<file path="config.mk">
export PLATFORM = sky130hd
export DESIGN_NAME = bcd_pair_counter
export DESIGN_NICKNAME = d
export VERILOG_FILES = /design/src/rtl/bcd_pair_counter.sv
export SDC_FILE = /design/constraint.sdc
export NUM_CORES = 1
export LEC_CHECK = 0
export ABC_AREA = 1
export BUFFER_PORTS_ARGS = -buffer_cell sky130_fd_sc_hd__buf_4
export CAP_MARGIN = 20
export CORE_AREA = 3 3 40 42
export CTS_BUF_LIST = sky130_fd_sc_hd__clkbuf_16
export DETAILED_ROUTE_END_ITERATION = 6
export DIE_AREA = 0 0 43 45
export SLEW_MARGIN = 20
export SYNTH_ARGS = -nofsm -noshare
export SYNTH_HDL_FRONTEND = slang
export SYNTH_SLANG_ARGS = --single-unit
</file>
<file path="constraint.sdc">
create_clock -name clk -period 2.2 [get_ports clk]
set_input_delay 0.33 -clock clk [delete_from_list [all_inputs] [get_ports clk]]
set_output_delay 0.33 -clock clk [all_outputs]
set_load 0.005 [all_outputs]
</file>
<file path="src/rtl/bcd_pair_counter.sv">
module bcd_pair_counter #(
  parameter int DIGITS = 2
) (
  input  logic                  clk,
  input  logic                  rst_n,
  input  logic                  clr_i,
  input  logic                  en_i,
  output logic [4*DIGITS-1:0]   bcd_o,
  output logic                  carry_o
);
  localparam int W = 4 * DIGITS;

  logic [DIGITS:0] step;

  assign step[0] = en_i;

  for (genvar i = 0; i < DIGITS; i++) begin : g_digit
    logic [3:0] dig;
    logic       at_nine;

    assign at_nine     = dig[3] & dig[0];
    assign step[i+1]   = step[i] & at_nine;
    assign bcd_o[4*i +: 4] = dig;

    always_ff @(posedge clk or negedge rst_n) begin
      if (!rst_n)
        dig <= 4'd0;
      else if (clr_i)
        dig <= 4'd0;
      else if (step[i])
        dig <= at_nine ? 4'd0 : dig + 4'd1;
    end
  end

  assign carry_o = step[DIGITS] & ~clr_i;

  logic [W-1:0] unused_w;
  assign unused_w = '0;
endmodule

</file>
======== After elaboration in Yosys (flattened, before gate mapping) ========
Cells that the tools add are included.
W data, S select, Z words.
word-level totals
  bits in registers ....................... 8
  bits of input ports ..................... 4
  output and inout port bits .............. 9
  word-level logic and storage cells ...... 18
cells by class
  $add $sub $neg .......................... 2
  muxes and demuxes ....................... 6
  bitwise operators ....................... 6
  reduce and logical (&&, ||, !) cells .... 2
operator list
  operator               count
  $mux W4                6
  $add A4 B1 Y4 const B  2
  $and A1 B1 Y1          5
  $reduce_bool A2 Y1     2
  $not A1 Y1             1

======== Depth between registers and ports, before layout ========
Gate-level depths: netlist of the first run.
  word-level depth ........................ 4
  gate-level depth with buffers ........... 5

======== Worst setup path before layout of the first run ========
Ideal clock, no wire load.
  path kind ............................... reg2out
  start point ............................. reg g_digit[1].dig[0]
  end point ............................... out carry_o
  arrival time ............................ 0.756 ns
  data required time ...................... 1.870 ns
  setup slack ............................. 1.114 ns
  stages on the path, launching flop included .. 3
  buffers on the path ..................... 0
  path through ............................ dfrtp_1 nand2_1 nor3_1
between the ends
  cells in the longest elaborated chain, start to end .. 3
ends and longest elaborated chain
  item                    line  text
  from (decl)             18    logic [3:0] dig;
  from (signal assigned)  31    dig <= at_nine ? 4'd0 : dig + 4'd1;
  $and A1 B1 Y1           21    assign at_nine = dig[3] & dig[0];
  $and A1 B1 Y1           22    assign step[i+1] = step[i] & at_nine;
  $and A1 B1 Y1           35    assign carry_o = step[DIGITS] & ~clr_i;
  to (decl)               9     output logic carry_o
Every way passes these cells.

======== Final worst setup path of the first run ========
Ends and elaborated chain as after synthesis.

==> impl_metrics.toml, run 1 <==
[die]
rows = 13
fp.dieH_microns = 45
initial_core_util = 0.323
die_w_microns = 43
core_area_sq_um = 1280
die-area_sq_um = 1940
io_pins = 13

[logic_synthesis]
syn_area_sq_um = 415
synth_top_area_share = 0.482
synth.avg_cell_area_sq_um = 8.84
syn-num-nets = 53
yosysTopAreaCell = "dfrtp_1"
ys_types = 15
synth_cells = 47
ys_warn_count = 0
synth_seq_area_share = 0.482
synth.area.top_cells = "dfrtp_1 (48%), nand2_1 (8.1%), a21oi_1 (6.0%)"
synth_seq_cells = 8

[setup_path]
cp-startpoint = "g_digit[1].dig[0]$_DFFE_PN0P_"
crit_type = "register to output pin"
rrSetupSlack_ns = 1.15
cp.required_ns = 1.87
cp-start-kind = "register"
crit_end = "carry_o"
critPathArrivalTime_ns = 1.14
reg2reg_depth = 3
r2r_start = "g_digit[1].dig[0]$_DFFE_PN0P_"
r2r_end = "g_digit[1].dig[1]$_DFFE_PN0P_"
path_max_fanout = 6
cp-end-kind = "output pin"

[timing]
worst_pin_slew_ns = 0.217
finalMaxSlewViolations = 0
rsz0062_at_grt = "false"
min_period_over_period = 0.668
hold_slack_ns = 0.399
fmax_mhz = 681
fin_skew_ns = 0.00225
setup_viol = 0
slew_headroom = 0.855
fin_setup_tns_ns = 0
finalHoldViolations = 0
period_needed_ns = 1.47

[final_layout]
final_nets = 71
max_flop_register = "g_digit.dig"
drive_above_1_share = 0.317
fin_util = 0.474
final_cells = 78
largest_reg_flops = 8
nFillCells = 134
multi_input_area_sq_um = 196
n_antenna_cell = 0
area_growth_pct = 46.7
reg_top3 = "g_digit.dig: 8 flops"
regArea_sq_um = 200

[route]
drc = 0
wl_per_cell_microns = 11.2
drtAntennaViolNets = 0
via_per_inst = 4.83
wl_microns = 872
drtIter0Drc = 4
vias = 377
firstDrtPassIters = 2

[grt]
grt_pass1_vias = 372
grt_use_met3 = 0.0478
grtUsageMet1 = 0.133
grt_most_used_layer = "met2"
gr-usage-met2 = 0.171
grt_first_pass_wirelength_microns = 1530
grt_max_degree = 9
antenna_found_initial = 0
grt-ovfl-total = 0
track_usage = 0.108

[place]
dp_cells = 74
dp_hpwl_microns = 693
gp_congestion = 0.808
numPortBuffers = 12

[clock_network]
clk_pin_slew_worst_paths_ns = 0.04
post_cts_buffers = 0
htree_levels = 1
cts_tree = "built"
clk_latency_ns = 0.23
clk_path_buf_depth = 2
clock_sinks = 8
cts-root-buf = "clkbuf_16"
numCtsBuffers = 3

[pwr]
peakVddDrop_uv = 491
leakage_nw = 0.314
total_power_mw = 0.601
p_per_area_nw_per_um2 = 986

[worst_hold_path]
hold_class = "input pin to register"

[status]
status = "completed"

[run]
cap_violations = 0
==> worst min path at each step <==
| stage | endpoint | cells past startpoint | slack [ns] | start |
|---|---|---|---|---|
| 2_1_floorplan | g_digit[0].dig[0]$_DFFE_PN0P_ | 0 | 0.03 | rst_n |
| 6_report | g_digit[0].dig[2]$_DFFE_PN0P_ | 3 | 0.40 | en_i |
| 5_1_grt | g_digit[0].dig[2]$_DFFE_PN0P_ | 3 | 0.42 | en_i |
| 4_1_cts | g_digit[0].dig[2]$_DFFE_PN0P_ | 3 | 0.40 | en_i |
| 3_3_place_gp | g_digit[1].dig[2]$_DFFE_PN0P_ | 1 | 0.15 | rst_n |
| 3_5_place_dp | g_digit[1].dig[2]$_DFFE_PN0P_ | 1 | 0.16 | rst_n |
==> report_power, final <==
group          switching (mW)  internal, mW
Combinational          0.0494        0.0558
Sequential             0.0283         0.169
Clock                  0.0648         0.234
==> layer usage <==
layer | vias up | routed length (microns)
li1 | 189 | -
met3 | 2 | 59
met5 | - | 0
met4 | 0 | 14
met2 | 10 | 436
met1 | 176 | 361
==> worst max-delay path, cell delays in order, from the launching register on <==
cell	delay, ns
dfrtp_1	0.44
nand2_1	0.14
nor3_1	0.20
buf_4	0.14
==> timing repair <==
item	CTS	global route
hold buffers	1	0
endpoints found under the hold margin	8	0
resized for setup	0	0
==> synth_stat cells <==
library cell and number:
nand2_1 9, dfrtp_1 8, a21oi_1 5, inv_1 4, nor2_1 4, nand3_1 3
ha_1 2, nand3_2 2, nand4_1 2, o21ai_0 2, xor2_1 2, inv_2 1
nand2_4 1, nor2_2 1, nor3_1 1
==> area by class of cell <==
class                           instances  area share
Sequential cell                         8       0.329
Clock buffer                            3       0.123
Timing Repair Buffer                   13       0.164
Tap cell                               15      0.0308
Multi-Input combinational cell         34       0.322
Inverter                                5      0.0308
==> logic make-up after synthesis <==
family,share of synthesized area
AND/OR/NAND/NOR,0.286
flip-flops,0.482
AO/OA/AOI/OAI,0.0843
buffers and inverters,0.0452
XOR/XNOR,0.0422
adder cells (fa/ha/maj),0.0602
==> stage by stage <==
step	area, sq um	worst slack, ns
2_1_floorplan	415	1.11
3_3_place_gp	524	0.933
3_5_place_dp	524	0.923
4_1_cts	609	0.706
5_1_grt	609	0.571
6_report	609	0.731
==> layout by cell type, fill, tap and decap left out, drive strengths merged <==
master	n
buf	12
inv	5
xor2	2
ha	2
nor2	5
nand3	5
a21oi	5
nor3	1
clkbuf	3
dlygate4sd3	1
nand4	2
o21ai	2
nand2	10
dfrtp	8
Note: power is estimated with default switching activity, not from simulation.
==> run 2, diff against run 1 <==
clock period = 1.3 ns   (was 2.2 ns; I/O delays follow)
==> run 2 against run 1 <==
Compared with the run above:
- via count shrank 1.6%
- non-clock buffer count increased by 3
- combinational power increased by 110%
- largest power group unchanged
- clock power is 70% higher
- first-iteration DRC count shrank 100%
==> impl_metrics.toml, run 2 (synthesis results as in run 1) <==
[status]
status = "completed"

[grt]
gr-usage-met2 = 0.198
grtUsageMet1 = 0.114
grt-ovfl-total = 0
grt_most_used_layer = "met2"
grt_max_degree = 9
grt_first_pass_wirelength_microns = 1560
antenna_found_initial = 0
grt_pass1_vias = 373
track_usage = 0.114
grt_use_met3 = 0.0598

[timing]
period_needed_ns = 1.22
min_period_over_period = 0.936
worst_pin_slew_ns = 0.244
finalHoldViolations = 0
fmax_mhz = 822
finalMaxSlewViolations = 0
hold_slack_ns = 0.266
slew_headroom = 0.837
fin_skew_ns = 0.000644
setup_viol = 0
rsz0062_at_grt = "false"
fin_setup_tns_ns = 0

[clock_network]
clock_sinks = 8
clk_pin_slew_worst_paths_ns = 0.04
clk_latency_ns = 0.23
cts-root-buf = "clkbuf_16"
htree_levels = 1
numCtsBuffers = 3
clk_path_buf_depth = 2
cts_tree = "built"

[final_layout]
nFillCells = 130
n_antenna_cell = 0
largest_reg_flops = 8
regArea_sq_um = 200
area_growth_pct = 53.3
final_common_cell = "buf_4"
max_flop_register = "g_digit.dig"
reg_top3 = "g_digit.dig: 8 flops"
final_nets = 74
final_cell_mix = "buf_4 (15), nand2_1 (9), dfrtp_1 (8), a21oi_1 (5)"
drive_above_1_share = 0.364
multi_input_area_sq_um = 201

[route]
drtIter0Drc = 0
vias = 371
wl_per_cell_microns = 11.1
firstDrtPassIters = 1
via_per_inst = 4.58
wl_microns = 903
drtAntennaViolNets = 0
drc = 0

[setup_path]
cp.required_ns = 1.11
critPathArrivalTime_ns = 1.02
crit_type = "register to output pin"
cp-start-kind = "register"
path_max_fanout = 4
reg2reg_depth = 5
cp-end-kind = "output pin"

[place]
gp_congestion = 0.724
dp_hpwl_microns = 685
numPortBuffers = 12

[pwr]
p_per_area_nw_per_um2 = 1640
peakVddDrop_uv = 1320
leakage_nw = 0.330

[die]
fp.dieH_microns = 45
initial_core_util = 0.323
die_w_microns = 43
core_area_sq_um = 1280
rows = 13
die-area_sq_um = 1940
io_pins = 13

[worst_hold_path]
hold_class = "input pin to register"
hold_path_depth = 3

[run]
cap_violations = 0
[run 2: cell types whose count changed in the layout (fill, tap and decap cells not counted)]
cell,previous run,this run
nor3_1,1,0
nor3_2,0,1
buf_4,12,15
[run 2: per-layer routing]
metal,vias to the layer above,routed length (microns)
met4,0,7
met3,2,57
met1,167,384
met2,8,454
li1,194,-
met5,-,0
[run 2: worst max-delay path, stage by stage (launching register included)]
cell     delay (ns)
dfrtp_1        0.36
nand2_1        0.11
nor3_2         0.19
buf_4          0.13
[run 2: repair_timing]
action	4_1_cts	5_1_grt
cloned	0	0
resized for setup	0	1
endpoints found under the hold margin	8	0
setup endpoints to repair	1	1
setup buffers	3	0
hold buffers	1	0
[run 2: through the flow]
stage | total power [mW] | std cells | util | instance area, sq um | setup slack (ns)
finish | 1.04 | 81 | 0.496 | 637 | 0.0836
global route | 1.11 | 81 | 0.496 | 637 | 0.00950
CTS | 1.06 | 81 | 0.492 | 632 | 0.0553
detailed placement | 0.510 | 74 | 0.408 | 524 | 0.200
global placement | 0.507 | 74 | 0.408 | 524 | 0.229
floorplan | 0.418 | 47 | - | 415 | 0.302
[run 2: cell type report]
| type | instances | area share |
|---|---|---|
| Timing Repair Buffer | 16 | 0.193 |
| Clock buffer | 3 | 0.118 |
| Inverter | 5 | 0.0295 |
| Tap cell | 15 | 0.0295 |
| Multi-Input combinational cell | 34 | 0.316 |
| Sequential cell | 8 | 0.314 |
[run 2: report_power, final]
group,switching [mW],internal [mW],leakage [nW]
sequential,0.0308,0.286,0.107
clock,0.113,0.396,0.0370
combinational,0.103,0.114,0.186
total,0.246,0.796,0.330
[run 2: worst paths after layout]
path,startpoint,endpoint,slack (ns)
worst max-delay path,g_digit[1].dig[3]$_DFFE_PN0P_,carry_o,0.08
worst min-delay path,en_i,g_digit[0].dig[2]$_DFFE_PN0P_,0.27
worst max register to register,g_digit[0].dig[0]$_DFFE_PN0P_,g_digit[0].dig[2]$_DFFE_PN0P_,0.19
worst min register to register,g_digit[1].dig[3]$_DFFE_PN0P_,g_digit[1].dig[3]$_DFFE_PN0P_,0.54
max in group asynchronous,rst_n,g_digit[0].dig[2]$_DFFE_PN0P_,0.85
min in group asynchronous,rst_n,g_digit[1].dig[2]$_DFFE_PN0P_,0.32
==> run 3, diff against run 2 <==
clock period = 1.4 ns   (was 1.3 ns; I/O delays follow)
==> run 3 against run 2 <==
Compared with the run above:
- global-route usage rose by 0.69 points
- sequential power fell by 1%
- register-to-register slack improved by 0.18 ns
- critical path depth did not move
- critical path type unchanged
- via count fell by 0.81%
- sequential share of layout area rose by 1.4 points
- total power fell by 9.2%
- first-iteration DRC count rose by 5
- final cell count fell by 3.7%
==> impl_metrics.toml, run 3 (synthesis results as in run 1) <==
[final_layout]
n_antenna_cell = 0
reg_top3 = "g_digit.dig: 8 flops"
area_growth_pct = 48.5
largest_reg_flops = 8
max_flop_register = "g_digit.dig"
final_cell_mix = "buf_4 (12), nand2_1 (9), dfrtp_1 (6), a21oi_1 (5)"
final_common_cell = "buf_4"
drive_above_1_share = 0.365
final_cells = 78
final_nets = 71
stdcell_area_sq_um = 617

[die]
rows = 13
die_w_microns = 43
core_area_sq_um = 1280
fp.dieH_microns = 45
die-area_sq_um = 1940
io_pins = 13
initial_core_util = 0.323

[place]
placed_area_sq_um = 524
gp_congestion = 0.734
dp_cells = 74
numPortBuffers = 12
post-place-ws_ns = 0.292
dp_hpwl_microns = 695

[setup_path]
path_max_fanout = 4
cp-start-kind = "register"
critPathArrivalTime_ns = 1.07
reg2reg_depth = 4
crit_type = "register to output pin"
r2r_start = "g_digit[0].dig[0]$_DFFE_PN0P_"
cp.required_ns = 1.19
rrSetupSlack_ns = 0.37
cp-startpoint = "g_digit[0].dig[3]$_DFFE_PN0P_"
cp-end-kind = "output pin"

[pwr]
peakVddDrop_uv = 859
p_per_area_nw_per_um2 = 1530
leakage_nw = 0.311

[route]
drtIter0Drc = 5
wl_per_cell_microns = 11.9
vias = 368
drtAntennaViolNets = 0
firstDrtPassIters = 2
via_per_inst = 4.72
wl_microns = 929
drc = 0

[grt]
track_usage = 0.121
grt_most_used_layer = "met2"
grt_pass1_vias = 364
grt_first_pass_wirelength_microns = 1630
grt-ovfl-total = 0
antenna_found_initial = 0
gr-usage-met2 = 0.189
grt_use_met3 = 0.0598
grtUsageMet1 = 0.142
grt_max_degree = 9

[clock_network]
post_cts_buffers = 0
clk_pin_slew_worst_paths_ns = 0.04
numCtsBuffers = 3
cts_tree = "built"
htree_levels = 1
clock_sinks = 8
clk_latency_ns = 0.23
cts-root-buf = "clkbuf_16"
clk_path_buf_depth = 2

[timing]
fin_skew_ns = 0.00110
hold_slack_ns = 0.284
finalHoldViolations = 0
rsz0062_at_grt = "false"
finalMaxSlewViolations = 0
period_needed_ns = 1.28
setup_ws_ns = 0.117
worst_pin_slew_ns = 0.253
slew_headroom = 0.831
fmax_mhz = 780
min_period_over_period = 0.916
setup_viol = 0
fin_setup_tns_ns = 0

[run]
cap_violations = 0

[worst_hold_path]
hold_start = "en_i"
hold_path_depth = 3
hold_class = "input pin to register"

[status]
status = "completed"
run 3: changes by cell type in the layout (fill, tap and decap cells not counted), sizes merged:
cell,before,now
buf,15,12
run 3: cell type report:
type	count	area, sq um
Fill cell	113	668
Multi-Input combinational cell	34	201
Sequential cell	8	203
Clock buffer	3	75.1
Timing Repair Buffer	13	100
Tap cell	15	18.8
Inverter	5	18.8
run 3: power by group:
part | total (mW) | internal, mW | switching, mW
Combinational | 0.160 | 0.0857 | 0.0744
Sequential | 0.313 | 0.269 | 0.0441
Clock | 0.473 | 0.368 | 0.106
Total | 0.946 | 0.722 | 0.224
run 3: worst max-delay path, stage by stage, from the launching register on:
cell	delay [ns]
dfrtp_1	0.40
nand2_1	0.15
nor3_2	0.17
buf_4	0.13
run 3: per-layer routing:
| layer | routed length (microns) | part of all wire |
|---|---|---|
| met5 | 0 | 0 |
| met4 | 8 | 0.0086 |
| met2 | 463 | 0.50 |
| met1 | 399 | 0.43 |
| met3 | 58 | 0.062 |
run 3: what timing repair did:
| action | CTS | global route |
|---|---|---|
| hold buffers | 1 | 0 |
| endpoints found under the setup margin | 0 | 1 |
| resized for setup | 0 | 3 |
| endpoints found under the hold margin | 8 | 0 |
run 3: path summary, 6_finish.rpt:
| kind | endpoint |
|---|---|
| worst max register to register | g_digit[0].dig[2]$_DFFE_PN0P_ |
| worst min-delay path | g_digit[0].dig[2]$_DFFE_PN0P_ |
| worst max-delay path | carry_o |
| max in group asynchronous | g_digit[0].dig[0]$_DFFE_PN0P_ |
| min in group asynchronous | g_digit[1].dig[2]$_DFFE_PN0P_ |
| worst min register to register | g_digit[1].dig[0]$_DFFE_PN0P_ |
run 3: per-stage QoR:
step	util	total power [mW]
6_report	0.480	0.946
5_1_grt	0.480	1.01
4_1_cts	0.474	0.962
3_3_place_gp	0.408	0.470
2_1_floorplan	-	0.388
3_5_place_dp	0.408	0.473
